===== config.mk =====
export PLATFORM = sky130hd
export DESIGN_NAME = opfwd_top
export DESIGN_NICKNAME = d
export VERILOG_FILES = /design/src/rtl/opfwd_pkg.sv /design/src/rtl/opfwd_match.sv /design/src/rtl/opfwd_opnd.sv /design/src/rtl/opfwd_top.sv
export SDC_FILE = /design/constraint.sdc
export NUM_CORES = 1
export LEC_CHECK = 0
export ABC_CLOCK_PERIOD_IN_PS = 2300
export BUFFER_PORTS_ARGS = -buffer_cell sky130_fd_sc_hd__buf_2
export CAP_MARGIN = 40
export CORE_AREA = 2 2 115 117
export DETAILED_ROUTE_END_ITERATION = 7
export DIE_AREA = 0 0 117 119
export PLACE_DENSITY = 0.75
export RECOVER_POWER = 25
export SLEW_MARGIN = 25
export SYNTH_ARGS = -nofsm -noshare
export SYNTH_HDL_FRONTEND = slang
export SYNTH_HIERARCHICAL = 1
export SYNTH_SLANG_ARGS = --single-unit
export TNS_END_PERCENT = 10

===== constraint.sdc =====
create_clock -name vclk -period 2.3
set_input_delay 0.23 -clock vclk [all_inputs]
set_output_delay 0.23 -clock vclk [all_outputs]
set_load 0.1 [all_outputs]

===== src/rtl/opfwd_pkg.sv =====
package opfwd_pkg;

  typedef enum int unsigned {
    STG_EXE = 0,
    STG_MEM = 1,
    STG_WB  = 2,
    STG_RFW = 3,
    STG_CNT = 4
  } fwd_stage_e;

  localparam int unsigned FWD_IW = 5;
  localparam int unsigned FWD_DW = 32;

endpackage


===== src/rtl/opfwd_match.sv =====
module opfwd_match #(
  parameter int unsigned NSRC = 4,
  parameter int unsigned IW   = 5,
  parameter int unsigned DW   = 32
) (
  input  logic [NSRC-1:0]    src_vld,
  input  logic [NSRC*IW-1:0] src_idx,
  input  logic [NSRC*DW-1:0] src_data,
  input  logic [IW-1:0]      key_idx,
  output logic               hit_any,
  output logic [DW-1:0]      hit_data
);

  logic [NSRC-1:0] hit_vec;

  generate
    for (genvar s = 0; s < NSRC; s++) begin : g_cmp
      assign hit_vec[s] = src_vld[s] && (src_idx[s*IW +: IW] == key_idx);
    end
  endgenerate

  // walk from the latest stage down so the earliest matching stage is kept
  always_comb begin
    hit_data = '0;
    for (int s = NSRC - 1; s >= 0; s--) begin
      if (hit_vec[s]) hit_data = src_data[s*DW +: DW];
    end
  end

  assign hit_any = |hit_vec;

endmodule


===== src/rtl/opfwd_opnd.sv =====
module opfwd_opnd #(
  parameter int unsigned NSRC = 4,
  parameter int unsigned IW   = 5,
  parameter int unsigned DW   = 32
) (
  input  logic [NSRC-1:0]    src_vld,
  input  logic [NSRC*IW-1:0] src_idx,
  input  logic [NSRC*DW-1:0] src_data,
  input  logic [IW-1:0]      op_idx,
  input  logic               op_busy,
  input  logic [DW-1:0]      rf_data,
  output logic [DW-1:0]      op_data,
  output logic               op_fwd,
  output logic               op_ready
);

  logic          is_zero;
  logic          m_any;
  logic [DW-1:0] m_data;

  opfwd_match #(.NSRC(NSRC), .IW(IW), .DW(DW)) i_match (
    .src_vld  (src_vld),
    .src_idx  (src_idx),
    .src_data (src_data),
    .key_idx  (op_idx),
    .hit_any  (m_any),
    .hit_data (m_data)
  );

  assign is_zero = (op_idx == '0);

  always_comb begin
    op_data  = rf_data;
    op_fwd   = 1'b0;
    op_ready = 1'b1;
    if (is_zero) begin
      op_data = '0;
    end else if (op_busy) begin
      if (m_any) begin
        op_data = m_data;
        op_fwd  = 1'b1;
      end else begin
        op_ready = 1'b0;
      end
    end
  end

endmodule


===== src/rtl/opfwd_top.sv =====
module opfwd_top
  import opfwd_pkg::*;
#(
  parameter int unsigned NSRC = STG_CNT,
  parameter int unsigned IW   = FWD_IW,
  parameter int unsigned DW   = FWD_DW
) (
  input  logic [NSRC-1:0]    src_vld,
  input  logic [NSRC*IW-1:0] src_idx,
  input  logic [NSRC*DW-1:0] src_data,
  input  logic [IW-1:0]      opa_idx,
  input  logic [IW-1:0]      opb_idx,
  input  logic               opa_use,
  input  logic               opb_use,
  input  logic               opa_busy,
  input  logic               opb_busy,
  input  logic [DW-1:0]      rfa_data,
  input  logic [DW-1:0]      rfb_data,
  output logic [DW-1:0]      opa_data,
  output logic [DW-1:0]      opb_data,
  output logic               opa_fwd,
  output logic               opb_fwd,
  output logic               rd_stall
);

  localparam int unsigned NOP = 2;

  logic [NOP-1:0][IW-1:0] k_idx;
  logic [NOP-1:0][DW-1:0] k_rf;
  logic [NOP-1:0][DW-1:0] k_out;
  logic [NOP-1:0]         k_busy;
  logic [NOP-1:0]         k_use;
  logic [NOP-1:0]         k_fwd;
  logic [NOP-1:0]         k_rdy;

  assign k_idx  = {opb_idx, opa_idx};
  assign k_rf   = {rfb_data, rfa_data};
  assign k_busy = {opb_busy, opa_busy};
  assign k_use  = {opb_use, opa_use};

  generate
    for (genvar k = 0; k < NOP; k++) begin : g_op
      opfwd_opnd #(.NSRC(NSRC), .IW(IW), .DW(DW)) i_opnd (
        .src_vld  (src_vld),
        .src_idx  (src_idx),
        .src_data (src_data),
        .op_idx   (k_idx[k]),
        .op_busy  (k_busy[k]),
        .rf_data  (k_rf[k]),
        .op_data  (k_out[k]),
        .op_fwd   (k_fwd[k]),
        .op_ready (k_rdy[k])
      );
    end
  endgenerate

  assign opa_data = k_out[0];
  assign opb_data = k_out[1];
  assign opa_fwd  = k_fwd[0];
  assign opb_fwd  = k_fwd[1];
  assign rd_stall = |(k_use & ~k_rdy);

endmodule


==> results of run 1 <==
## cells by family (layout without fill, tap and decap cells)
group | count (synthesis) | count (layout) | synth area share, %
buffers and inverters | 90 | 396 | 10.2
AO/OA/AOI/OAI | 263 | 263 | 61.3
other | 0 | 3 | 0
AND/OR/NAND/NOR | 218 | 218 | 21.1
XOR/XNOR | 40 | 40 | 7.35
## power groups by stage
stage | Clock, mW | Combinational (mW) | Sequential, mW
6_report | 0.000000175 | 2.33 | 0
5_1_grt | 0.000000116 | 2.39 | 0
4_1_cts | 0 | 2.20 | 0
3_5_place_dp | 0 | 2.10 | 0
3_3_place_gp | 0 | 2.07 | 0
2_1_floorplan | 0 | 1.23 | 0
## metal layers
metal  vias to the layer above  track usage (%)
met5                         -                0
met4                         0             13.0
met3                       116             5.34
met2                       492             58.1
met1                      3245             40.4
li1                       2996                -
## cell type report
type	instances	area, um2	share of cell area, %
antenna	3	7.51	0.0804
timing repair buffer	388	4010	42.9
inverter	8	30.0	0.322
tap	176	220	2.36
multi-input combinational	521	5070	54.3
## what timing repair did
| action | in CTS | in global routing |
|---|---|---|
| gates resized for setup | 78 | 60 |
| buffers inserted | 11 | 3 |
| pin swaps | 60 | 46 |
| endpoints found under the hold margin | 0 | 0 |
| gates cloned | 10 | 3 |
| setup endpoints to repair | 67 | 67 |
## cell usage in the layout (no fill, tap or decap), types with 7 or more instances in the layout
cell type	Yosys	final
nor2_1	64	63
nand3_1	66	63
xor2_2	0	11
buf_6	8	24
xnor2_2	0	7
buf_16	0	8
a221oi_2	60	58
o31ai_2	58	53
buf_2	30	212
buf_4	14	35
buf_12	0	98
nand2_1	68	64
xor2_1	24	9
a21bo_2	64	61
xnor2_1	16	7
a22oi_2	4	64
## metrics by stage
stage	cells	TNS, ns	setup WS, ns	utilization, %	power [mW]
after CTS	1087	-12.89	-0.250	69.0	2.20
after global placement	1066	-16.14	-0.288	63.3	2.07
after global routing	1095	-23.44	-0.408	72.5	2.39
after floorplan	611	-33.16	-0.529	-	1.23
after detailed placement	1066	-19.72	-0.382	63.3	2.10
final	1096	-18.64	-0.354	72.5	2.33
## final timing paths
| path | start | end | slack [ns] |
|---|---|---|---|
| setup / recovery | opb_idx[0] | opb_data[2] | -0.35 |
| hold / removal | opb_use | rd_stall | 0.90 |
## worst max-delay path, delay by kind of cell
kind	cells	cell delay (ns)
AO/OA/AOI/OAI	2	0.46
buffers and inverters	7	1.11
AND/OR/NAND/NOR	3	0.45
XOR/XNOR	1	0.17
==> flow_summary.json, run 1 <==
{
  "status": "finished, violations left",
  "violations": "setup timing",
  "ys_warn_count": 6,
  "drv_cap": 0,
  "via_per_inst": 6.25,
  "synth_top_cell_area_share_pct": 18.9,
  "hold_path_depth": 4,
  "design_area_mm2": 0.00934,
  "whs_ns": 0.897,
  "synth_area_leaders": "a221oi_2 (19%), o31ai_2 (15%), a21bo_2 (13%)",
  "p_per_area_mw_per_mm2": 249,
  "critical_path.max_stage_delay_ns": 0.26,
  "crit_chain": "buf_6, buf_4, xor2_1, nor4_1, and3_2, buf_6, buf_12, buf_12, bufbuf_16, o31ai_2, nand3_1, a22oi_2, buf_12",
  "p_sw_mw": 1.37,
  "synth.avg_cell_area_um2": 7.80,
  "relSlewSlack_pct": 55.0,
  "wirelength_um": 26100,
  "max_clock_freq_mhz": 377,
  "die_area_mm2": 0.0139,
  "setup_viol": 67,
  "drive_above_1_share_pct": 75.4,
  "pwr-share-seq_pct": 0,
  "drv_slew": 0,
  "setup_ws_ns": -0.354,
  "rows": 42,
  "die_x_um": 117,
  "gr-usage-all-layers_pct": 33.4,
  "drc": 0,
  "required_ns": 2.07,
  "m1WireLength_um": 9680,
  "crit_arrival_ns": 2.42,
  "fin_crit_ns": 2.65,
  "top_layer_used": "met4",
  "coreArea_mm2": 0.0129,
  "synth_nets": 841,
  "detail-route-antenna-nets": 0,
  "p_comb_share_pct": 100.0,
  "synth_top_area_cell": "a221oi_2",
  "period_share_pct": 115,
  "grt_start_max_net_pins": 67,
  "hold_buffers": 0,
  "die_y_um": 119,
  "drt_iter0_drc": 671,
  "grt_pass1_vias": 6677,
  "p_leak_nw": 3.94,
  "synth.most_common_cell": "nand2_1",
  "netlist_top_cells_count": "nand2_1 (68), nand3_1 (66), a21bo_2 (64), nor2_1 (64)",
  "met2_length_um": 13000,
  "num_io_pins": 297,
  "intPower_uw": 953,
  "crit_path_max_fanout": 8,
  "area_growth_pct": 95.9,
  "vias": 6849,
  "fillers": 904,
  "critPathSlowestCell": "bufbuf_16",
  "syn_inst": 611,
  "final_nets": 1149,
  "cp_common_cell": "buf_12",
  "syn_area_mm2": 0.00476,
  "hold_violations": 0,
  "start_util_pct": 37.0,
  "switching_share_pct": 59.0,
  "worstHoldPathType": "input pin to output pin",
  "ir_drop_uv": 119,
  "met3WireLength_um": 2070,
  "power_frac_clock_pct": 0,
  "synth_cell_types": 30,
  "grt_pass1_wl_um": 36500,
  "grt-ovfl-total": 0,
  "post_drt_wl_per_cell_um": 23.8,
  "end_kind": "output pin",
  "startpoint_type": "input pin",
  "worstSetupPathType": "input pin to output pin",
  "gp_congestion": 0.953,
  "num-clock-buffers": 0,
  "grt_antenna_before_repair": 3,
  "regArea_um2": 0,
  "numSequentialCells": 0,
  "rsz0062_at_grt": "yes",
  "seq_area_frac_synth_pct": 0,
  "dp.final_hpwl_um": 17800,
  "portBuffers": 297,
  "placed_area_mm2": 0.00815,
  "tightest_slew_ns": 0.674,
  "first_pass_iters": 5
}
(Power assumes the default switching activity.)
==> run 2, diff against run 1 <==
Settings changed: CORE_AREA 2 2 115 117 to 2 2 116 118, DIE_AREA 0 0 117 119 to 0 0 118 120, PLACE_DENSITY 0.75 to 0.74.
==> run 2 against run 1 <==
Against the previous run: the run still ends with setup timing left; wire length down 0.99%; critical path type unchanged; via count up 0.74%; flip-flop and latch count unchanged; non-clock buffer count up 20.
==> flow_summary.json, run 2 (synthesis results as in run 1) <==
{
  "worstSetupPathType": "input pin to output pin",
  "setup_ws_ns": -0.456,
  "p_leak_nw": 4.00,
  "layout_commonest_cell": "buf_2",
  "crit_chain": "buf_6, xnor2_4, nand4_1, a311oi_4, buf_6, buf_12, buf_16, a221oi_2, o31ai_2, nand3_1, a22oi_2, buf_12",
  "max_clock_freq_mhz": 363,
  "num_io_pins": 297,
  "num-clock-buffers": 0,
  "setup_viol": 67,
  "dp.final_hpwl_um": 18300,
  "min_from": "opb_use",
  "crit_path_max_fanout": 5,
  "post_drt_wl_per_cell_um": 23.2,
  "fin_tns_setup_ns": -20.95,
  "hold_violations": 0,
  "drv_slew": 0,
  "drv_cap": 0,
  "total_power_mw": 2.32,
  "die_x_um": 118,
  "rsz0062_at_grt": "yes",
  "fin_crit_ns": 2.76,
  "regArea_um2": 0,
  "detail-route-antenna-nets": 0,
  "die_y_um": 120,
  "ir_drop_uv": 197,
  "wirelength_um": 25900,
  "final_nets": 1169,
  "tightest_slew_ns": 0.470,
  "relSlewSlack_pct": 68.7,
  "p_per_area_mw_per_mm2": 247,
  "numSequentialCells": 0,
  "via_per_inst": 6.19,
  "gr-usage-all-layers_pct": 32.3,
  "critPathSlowestCell": "o31ai_2",
  "area_growth_pct": 96.8,
  "worstHoldPathType": "input pin to output pin",
  "rows": 42,
  "hold_buffers": 0,
  "grt-ovfl-total": 0,
  "drt_iter0_drc": 711,
  "period_share_pct": 120,
  "portBuffers": 297,
  "fillers": 904,
  "required_ns": 2.07,
  "crit_arrival_ns": 2.53,
  "startpoint_type": "input pin",
  "status": "finished, violations left",
  "critical_path.max_stage_delay_ns": 0.39,
  "grt_pass1_wl_um": 36800,
  "gp_congestion": 1.03,
  "crit_path_start": "src_idx[15]",
  "coreArea_mm2": 0.0130,
  "grt_pass1_vias": 6723,
  "start_util_pct": 36.7,
  "final_cell_mix": "buf_2 (213), buf_12 (102), nand3_1 (65), nand2_1 (65), a22oi_2 (64)",
  "drc": 0,
  "first_pass_iters": 5,
  "crit_buf_inv": 5,
  "drive_above_1_share_pct": 75.6,
  "path_delay_family": "compound AO/OA/AOI/OAI gates",
  "grt_antenna_before_repair": 1,
  "die_area_mm2": 0.0142,
  "multiInputGateArea_mm2": 0.00501,
  "violations": "setup timing",
  "vias": 6900,
  "grt_start_max_net_pins": 43,
  "end_kind": "output pin"
}
==> run 2: cell count changes in the layout (fill, tap and decap cells not counted), moves of 4 or more <==
cell,before,now
buf_4,35,55
o31ai_2,53,59
o31ai_4,6,1
buf_12,98,102
==> run 2: metal layers <==
layer | up-vias | GRT usage (%) | routed length (um)
met5 | - | 0 | 0
li1 | 3027 | - | -
met1 | 3347 | 41.3 | 10200
met2 | 431 | 57.1 | 12900
met3 | 95 | 3.66 | 1790
met4 | 0 | 9.41 | 989
==> run 2: report_power, final <==
| part | internal [mW] | leakage [nW] | switching (mW) |
|---|---|---|---|
| logic | 0.955 | 4.00 | 1.36 |
| registers | 0 | 0 | 0 |
| clock network | 0.0000000581 | 0.00000634 | 0 |
| total | 0.955 | 4.00 | 1.36 |
==> run 2: final timing paths <==
kind / to / slack, ns / cells past startpoint
max: opa_data[13] / -0.46 / 12
min: rd_stall / 0.88 / 4
==> run 2: timing repair <==
item,CTS,global route
setup endpoints to repair,65,66
setup buffers,8,6
pin swaps,64,49
cloned,6,3
endpoints found under the hold margin,0,0
resized for setup,90,36
==> run 2: cell type report <==
class | count | area share, %
Tap cell | 176 | 2.35
Inverter | 8 | 0.320
Antenna cell | 1 | 0.0267
Multi-Input combinational cell | 521 | 53.5
Timing Repair Buffer | 408 | 43.8
==> run 2: per-stage QoR <==
stage	worst slack (ns)	std cells	area [um2]	util, %	hold WS, ns
2_1_floorplan	-0.529	611	5120	-	0.746
3_3_place_gp	-0.369	1090	8380	64.6	0.877
3_5_place_dp	-0.388	1090	8380	64.6	0.888
4_1_cts	-0.320	1104	9030	69.5	0.888
5_1_grt	-0.478	1114	9380	72.2	0.911
6_report	-0.456	1114	9380	72.2	0.885
